===== config.mk =====
export PLATFORM = sky130hd
export DESIGN_NAME = warp_issue_sched
export DESIGN_NICKNAME = d
export VERILOG_FILES = /design/src/rtl/wis_pkg.sv /design/src/rtl/wis_warp_slot.sv /design/src/rtl/wis_age_pick.sv /design/src/rtl/warp_issue_sched.sv
export SDC_FILE = /design/constraint.sdc
export NUM_CORES = 1
export LEC_CHECK = 0
export CAP_MARGIN = 20
export CORE_MARGIN = 2
export CORE_UTILIZATION = 60
export CTS_CLUSTER_SIZE = 40
export DETAILED_ROUTE_END_ITERATION = 10
export DONT_BUFFER_PORTS = 1
export GPL_TIMING_DRIVEN = 0
export PLACE_DENSITY = 0.73
export SLEW_MARGIN = 10
export SYNTH_ARGS = -nofsm -noshare
export SYNTH_HDL_FRONTEND = slang
export SYNTH_HIERARCHICAL = 1
export SYNTH_SLANG_ARGS = --single-unit

===== constraint.sdc =====
create_clock -name clk -period 18.9 [get_ports clk]
set_input_delay 4.725 -clock clk [delete_from_list [all_inputs] [get_ports clk]]
set_output_delay 4.725 -clock clk [all_outputs]
set_load 0.1 [all_outputs]

===== src/rtl/wis_pkg.sv =====
// Package: shared defaults and helpers for the warp issue scheduler.
// Assumes latencies are unsigned and fit into 32 bits.
package wis_pkg;
    localparam int DEF_WARPS   = 16;
    localparam int DEF_LAT_W   = 4;
    localparam int DEF_SB_REGS = 8;

    // Stall value of a paired issue: the larger of the two latencies.
    function automatic int unsigned pair_stall(input int unsigned a, input int unsigned b);
        return (a > b) ? a : b;
    endfunction
endpackage


===== src/rtl/wis_warp_slot.sv =====
// Per-warp state: the latency countdown and the scoreboard row.
// Says whether the head instruction is eligible and whether the second
// instruction's source is ready. Assumes the set and clear masks are
// already decoded by the parent. When an entry is set and cleared in the
// same cycle, the set wins.
module wis_warp_slot #(
    parameter int LW = 4,
    parameter int NR = 8,
    localparam int RW = (NR > 1) ? $clog2(NR) : 1
) (
    input  logic          clk,
    input  logic          rst_n,
    input  logic          issue,
    input  logic [LW-1:0] new_lat,
    input  logic [NR-1:0] set_mask,
    input  logic [NR-1:0] clr_mask,
    input  logic          h0_vld,
    input  logic          h0_rd_en,
    input  logic [RW-1:0] h0_rd,
    input  logic          h1_rd_en,
    input  logic [RW-1:0] h1_rd,
    output logic          elig,
    output logic          h1_ok
);
    logic [LW-1:0] cnt_q;
    logic [NR-1:0] pend_q;

    // Countdown: load on issue, otherwise count down to zero.
    always_ff @(posedge clk) begin
        if (!rst_n)
            cnt_q <= '0;
        else if (issue)
            cnt_q <= new_lat;
        else if (cnt_q != '0)
            cnt_q <= cnt_q - LW'(1);
    end

    // Scoreboard row: clear writebacks first, then set new pending entries.
    always_ff @(posedge clk) begin
        if (!rst_n)
            pend_q <= '0;
        else
            pend_q <= (pend_q & ~clr_mask) | set_mask;
    end

    // Readiness of both waiting instructions, from registered state only.
    always_comb begin
        elig  = h0_vld && (cnt_q == '0) && !(h0_rd_en && pend_q[h0_rd]);
        h1_ok = !(h1_rd_en && pend_q[h1_rd]);
    end
endmodule


===== src/rtl/wis_age_pick.sv =====
// Oldest-first arbiter built on an age matrix.
// older_q[i][j]=1 means warp i issued less recently than warp j. After
// reset the order follows the warp index, so before any issue the lowest
// index wins. A grant moves the winner to the youngest position.
module wis_age_pick #(
    parameter int NW = 16,
    localparam int WW = (NW > 1) ? $clog2(NW) : 1
) (
    input  logic          clk,
    input  logic          rst_n,
    input  logic [NW-1:0] elig,
    output logic          grant_vld,
    output logic [WW-1:0] grant_id
);
    logic [NW-1:0][NW-1:0] older_q;
    logic [NW-1:0]         win;

    // Winner: eligible and older than every other eligible warp.
    always_comb begin
        for (int w = 0; w < NW; w++) begin
            win[w] = elig[w];
            for (int j = 0; j < NW; j++)
                if (j != w && elig[j] && !older_q[w][j])
                    win[w] = 1'b0;
        end
    end

    // Encode the single winner.
    always_comb begin
        grant_id = '0;
        for (int w = 0; w < NW; w++)
            if (win[w]) grant_id = WW'(w);
        grant_vld = |win;
    end

    // Age update: the granted warp becomes the youngest.
    always_ff @(posedge clk) begin
        if (!rst_n) begin
            for (int i = 0; i < NW; i++)
                for (int j = 0; j < NW; j++)
                    older_q[i][j] <= (i < j);
        end else if (grant_vld) begin
            for (int j = 0; j < NW; j++)
                if (j != int'(grant_id)) begin
                    older_q[grant_id][j] <= 1'b0;
                    older_q[j][grant_id] <= 1'b1;
                end
        end
    end
endmodule


===== src/rtl/warp_issue_sched.sv =====
// Dual-issue warp scheduler top.
// Each cycle it grants the oldest eligible warp to slot 0 and, when
// allowed, that warp's next instruction to slot 1. The issue outputs are
// combinational from the instruction-buffer heads and registered state.
// Assumes the buffer pops the granted instructions at the clock edge that
// ends the grant cycle.
module warp_issue_sched
    import wis_pkg::*;
#(
    parameter int NW = DEF_WARPS,
    parameter int LW = DEF_LAT_W,
    parameter int NR = DEF_SB_REGS,
    localparam int WW = (NW > 1) ? $clog2(NW) : 1,
    localparam int RW = (NR > 1) ? $clog2(NR) : 1
) (
    input  logic                   clk,
    input  logic                   rst_n,
    input  logic [NW-1:0]          h0_vld,
    input  logic [NW-1:0][LW-1:0]  h0_lat,
    input  logic [NW-1:0]          h0_long,
    input  logic [NW-1:0]          h0_dp,
    input  logic [NW-1:0][RW-1:0]  h0_dst,
    input  logic [NW-1:0]          h0_rd_en,
    input  logic [NW-1:0][RW-1:0]  h0_rd,
    input  logic [NW-1:0]          h1_vld,
    input  logic [NW-1:0]          h1_indep,
    input  logic [NW-1:0][LW-1:0]  h1_lat,
    input  logic [NW-1:0]          h1_long,
    input  logic [NW-1:0]          h1_dp,
    input  logic [NW-1:0][RW-1:0]  h1_dst,
    input  logic [NW-1:0]          h1_rd_en,
    input  logic [NW-1:0][RW-1:0]  h1_rd,
    input  logic                   wb_vld,
    input  logic [WW-1:0]          wb_warp,
    input  logic [RW-1:0]          wb_reg,
    output logic                   s0_vld,
    output logic [WW-1:0]          s0_warp,
    output logic                   s0_dp,
    output logic                   s1_vld,
    output logic [WW-1:0]          s1_warp,
    output logic                   s1_dp
);
    logic [NW-1:0] elig;
    logic [NW-1:0] h1_ok;
    logic          grant_vld;
    logic [WW-1:0] gid;
    logic          iss0, iss1;
    logic [LW-1:0] stall_lat;
    logic [NR-1:0] set_row;
    logic [NR-1:0] clr_row;

    // Eligible warps are masked while reset is held.
    logic [NW-1:0] elig_gated;
    assign elig_gated = rst_n ? elig : '0;

    wis_age_pick #(.NW(NW)) u_pick (
        .clk       (clk),
        .rst_n     (rst_n),
        .elig      (elig_gated),
        .grant_vld (grant_vld),
        .grant_id  (gid)
    );

    // Slot decisions and the stall value for the granted warp.
    always_comb begin
        iss0 = grant_vld;
        iss1 = grant_vld && h1_vld[gid] && h1_indep[gid] && h1_ok[gid];
        stall_lat = iss1 ? LW'(pair_stall(32'(h0_lat[gid]), 32'(h1_lat[gid])))
                         : h0_lat[gid];
    end

    // Scoreboard entries set by long-latency instructions of the granted warp.
    always_comb begin
        set_row = '0;
        if (iss0 && h0_long[gid]) set_row[h0_dst[gid]] = 1'b1;
        if (iss1 && h1_long[gid]) set_row[h1_dst[gid]] = 1'b1;
    end

    // Decoded writeback register, applied to the addressed warp only.
    always_comb begin
        clr_row = '0;
        clr_row[wb_reg] = wb_vld;
    end

    // One state slice per warp.
    for (genvar w = 0; w < NW; w++) begin : g_warp
        logic sel;
        assign sel = iss0 && (gid == WW'(w));
        wis_warp_slot #(.LW(LW), .NR(NR)) u_slot (
            .clk      (clk),
            .rst_n    (rst_n),
            .issue    (sel),
            .new_lat  (stall_lat),
            .set_mask (sel ? set_row : '0),
            .clr_mask ((wb_warp == WW'(w)) ? clr_row : '0),
            .h0_vld   (h0_vld[w]),
            .h0_rd_en (h0_rd_en[w]),
            .h0_rd    (h0_rd[w]),
            .h1_rd_en (h1_rd_en[w]),
            .h1_rd    (h1_rd[w]),
            .elig     (elig[w]),
            .h1_ok    (h1_ok[w])
        );
    end

    // Issue outputs for both dispatch slots.
    always_comb begin
        s0_vld  = iss0;
        s0_warp = iss0 ? gid : '0;
        s0_dp   = iss0 && h0_dp[gid];
        s1_vld  = iss1;
        s1_warp = iss1 ? gid : '0;
        s1_dp   = iss1 && h1_dp[gid];
    end
endmodule


==> results.toml <==
[sta]
max_freq_mhz = 58.6
worst_pin_slew_ns = 1.27
grt_setup_unrepaired = "no"
whs_ns = 0.437
finalHoldViolations = 0
setup_viol = 0
relSlewSlack_pct = 14.8
fin_tns_setup_ns = 0
min_period_ns = 17.05
finClkSkew_ns = 0.0256
slew_violations = 0
fin_crit_sh_pct = 90.2
layout_setup_ws_ns = 1.85

[routing]
drt_iter0_markers = 3129
drc_errors = 0
wl_per_cell_um = 30.2
vias = 23100
wirelength_um = 102000
drt_pass1_iterations = 6
ant_nets = 0
via_per_inst = 6.87

[worst_setup_path]
timing.critical_path.buf_inv = 7
rrSetupSlack_ns = 9.37
crit_arrival_ns = 12.33
r2r_start = "g_warp[7].u_slot/pend_q[7]$_SDFF_PN0_"
reg2regPathDepth = 28
endpoint = "s1_dp"
worst_path_largest_cell_delay_ns = 0.83
path_cells = "mux4_2, o2111ai_1, and3_1, and2_1, clkinv_1, o2111ai_1, or4_1, clkbuf_1, nand2b_1, o21ai_0, buf_2, buf_6, buf_4, buf_4, clkbuf_1, mux4_2, mux4_2, and3_1"
critical_path_class = "in2out"
cp_num_cells = 18
crit_path_frequent_cell = "mux4_2"
rr_endpoint = "g_warp[12].u_slot/cnt_q[3]$_SDFFE_PN0P_"
cp_max_fo = 10
critical_path.startpoint = "h0_rd[21]"
cpMaxStageDelayCell = "clkinv_1"
crit_required_ns = 14.18
startpoint_type = "input pin"
crit_path_end_kind = "output port"
cp_top_family = "buffers and inverters"

[yosys]
synth_common_cells = "432 x dfxtp_1, 254 x nor2_1, 196 x a21oi_1"
syn-cell-area_sq_mm = 0.0247
synth_cells = 2691
synth-edff-count = 0
syn-num-nets = 3201
synth-seq-area-share_pct = 35.0
synth_cell_types = 78
yosysTopAreaCell = "dfxtp_1"
syn_avg_cell_area_sq_um = 9.18
ys_seq_elements = 432
synth_top_area_share_pct = 35.0
synth_area_leaders = "dfxtp_1 35%, mux4_2 9.3%, o21a_1 5.4%, nand2b_1 4.4%, nor2b_1 4.2%"
synthArstFlopShare_pct = 0
yosysMostFrequentCell = "dfxtp_1"
ys.flop_type = "dfxtp_1"
ys_warn_count = 6

[placed_design]
numPlacedInstances = 3227
place_ws_ns = 2.23
portBuffers = 0
hpwl_um = 75100
place_congestion = 1.30

[grt]
grt_max_degree = 63
antenna_found_initial = 47
globalRoute.totalOverflow = 0
grt_util_all_layers_pct = 46.7
grt_pass1_vias = 22100
grt_first_pass_wirelength_um = 144000

[cts]
clockBufferDepth = 3
cts_sinks = 432
insertion_delay_ns = 0.60
clkSlewWorstSetupHoldPaths_ns = 0.06
cts_tree = "built"
cts_buffers = 46
cts_root_buf = "clkbuf_16"
cts_resized = 0
post-cts-setup-buffers = 0
htreeDepth = 2
cts_hold_buf = 0

[layout]
layout-area-overhead-vs-synth_pct = 10.2
fin_cells = 3363
final_nets = 3258
fin_util_pct = 66.8
drive_gt1_share_pct = 12.5

[die]
die-area_sq_mm = 0.0428
dieHeight_um = 207
core_sq_mm = 0.0407
initial_utilization_pct = 60.6
die_x_um = 207
rows = 74
ioPinCount = 486

[run]
drv_cap = 0

[power]
power_density_mw_per_mm2 = 197
p_leak_nw = 10.5
irDropWorstVdd_mv = 0.240

[worst_hold_path]
hold_path.class = "reg2reg"

[status]
status = "finished clean"
worst min path at each step:
stage                                                start                          endpoint  slack [ns]  cells after the start
final                     u_pick/older_q[223]$_SDFFE_PN1P_  u_pick/older_q[223]$_SDFFE_PN1P_        0.44                      2
after global routing       u_pick/older_q[44]$_SDFFE_PN1P_   u_pick/older_q[44]$_SDFFE_PN1P_        0.45                      1
after CTS                 u_pick/older_q[223]$_SDFFE_PN1P_  u_pick/older_q[223]$_SDFFE_PN1P_        0.44                      2
after detailed placement  u_pick/older_q[223]$_SDFFE_PN1P_  u_pick/older_q[223]$_SDFFE_PN1P_        0.43                      2
after global placement     u_pick/older_q[90]$_SDFFE_PN1P_   u_pick/older_q[90]$_SDFFE_PN1P_        0.42                      1
after floorplan           u_pick/older_q[156]$_SDFFE_PN1P_  u_pick/older_q[156]$_SDFFE_PN1P_        0.41                      2
logic make-up after synthesis:
family          synth area share, %
flops                          35.0
compound gates                 18.8
buf+inv                        4.41
simple gates                   22.4
fa+ha+maj                      1.82
mux                            16.4
xor+xnor                       1.13
sequential cells by signal (all words and copies together) (netlist names):
name,cells
g_warp.u_slot/pend_q,128
u_pick/older_q,240
g_warp.u_slot/cnt_q,64
through the flow:
step	power, mW	instance area [sq um]
2_1_floorplan	3.42	24700
3_3_place_gp	4.15	25400
3_5_place_dp	4.27	25400
4_1_cts	5.25	27100
5_1_grt	5.59	27200
6_report	5.38	27200
power by group:
part	internal (mW)	total [mW]	leakage, nW	switching [mW]
Sequential	1.13	1.26	3.52	0.124
Combinational	1.16	3.15	6.15	1.98
Clock	0.580	0.977	0.800	0.397
layout make-up:
class | instances | area [sq um]
antenna | 47 | 118
buffer | 138 | 676
clock buffer | 60 | 1290
clock inverter | 24 | 327
fill | 3324 | 13500
inverter | 110 | 413
multi-input combinational | 2011 | 15000
sequential | 432 | 8650
tap | 532 | 666
timing repair buffer | 9 | 106
placed cells by master (no fill, tap or decap), types with 45 or more instances in the layout:
cell type,n
dfxtp_1,432
nor2_1,254
a21oi_1,195
o21a_1,178
nand2b_1,172
nor2b_1,165
nand2_1,165
o21ai_0,114
inv_1,105
mux4_2,102
clkbuf_1,80
and2_1,77
o2111ai_1,73
mux2i_1,48
diode_2,47
clkbuf_16,46
nor3_1,46
buf_2,45
worst register-to-register path: cells and delay by family, from the launching register on:
family                     cells  cell delay (ns)
AOI/OAI and AO/OA              9             2.82
muxes                          4             2.12
buffers and inverters          7             2.11
and+or+nand+nor                7             1.81
DFF                            1             0.34
adders and majority gates      1             0.23
routing by layer:
| layer | part of all wire, % | track usage, % | up-vias | routed length (um) |
|---|---|---|---|---|
| met1 | 35 | 55.2 | 11000 | 35600 |
| met5 | 0.18 | 1.50 | - | 184 |
| li1 | - | - | 9811 | - |
| met2 | 41 | 67.3 | 1762 | 41900 |
| met4 | 8.9 | 34.6 | 16 | 9020 |
| met3 | 15 | 20.0 | 485 | 14800 |
No activity file was read; power rests on OpenSTA's default activity.
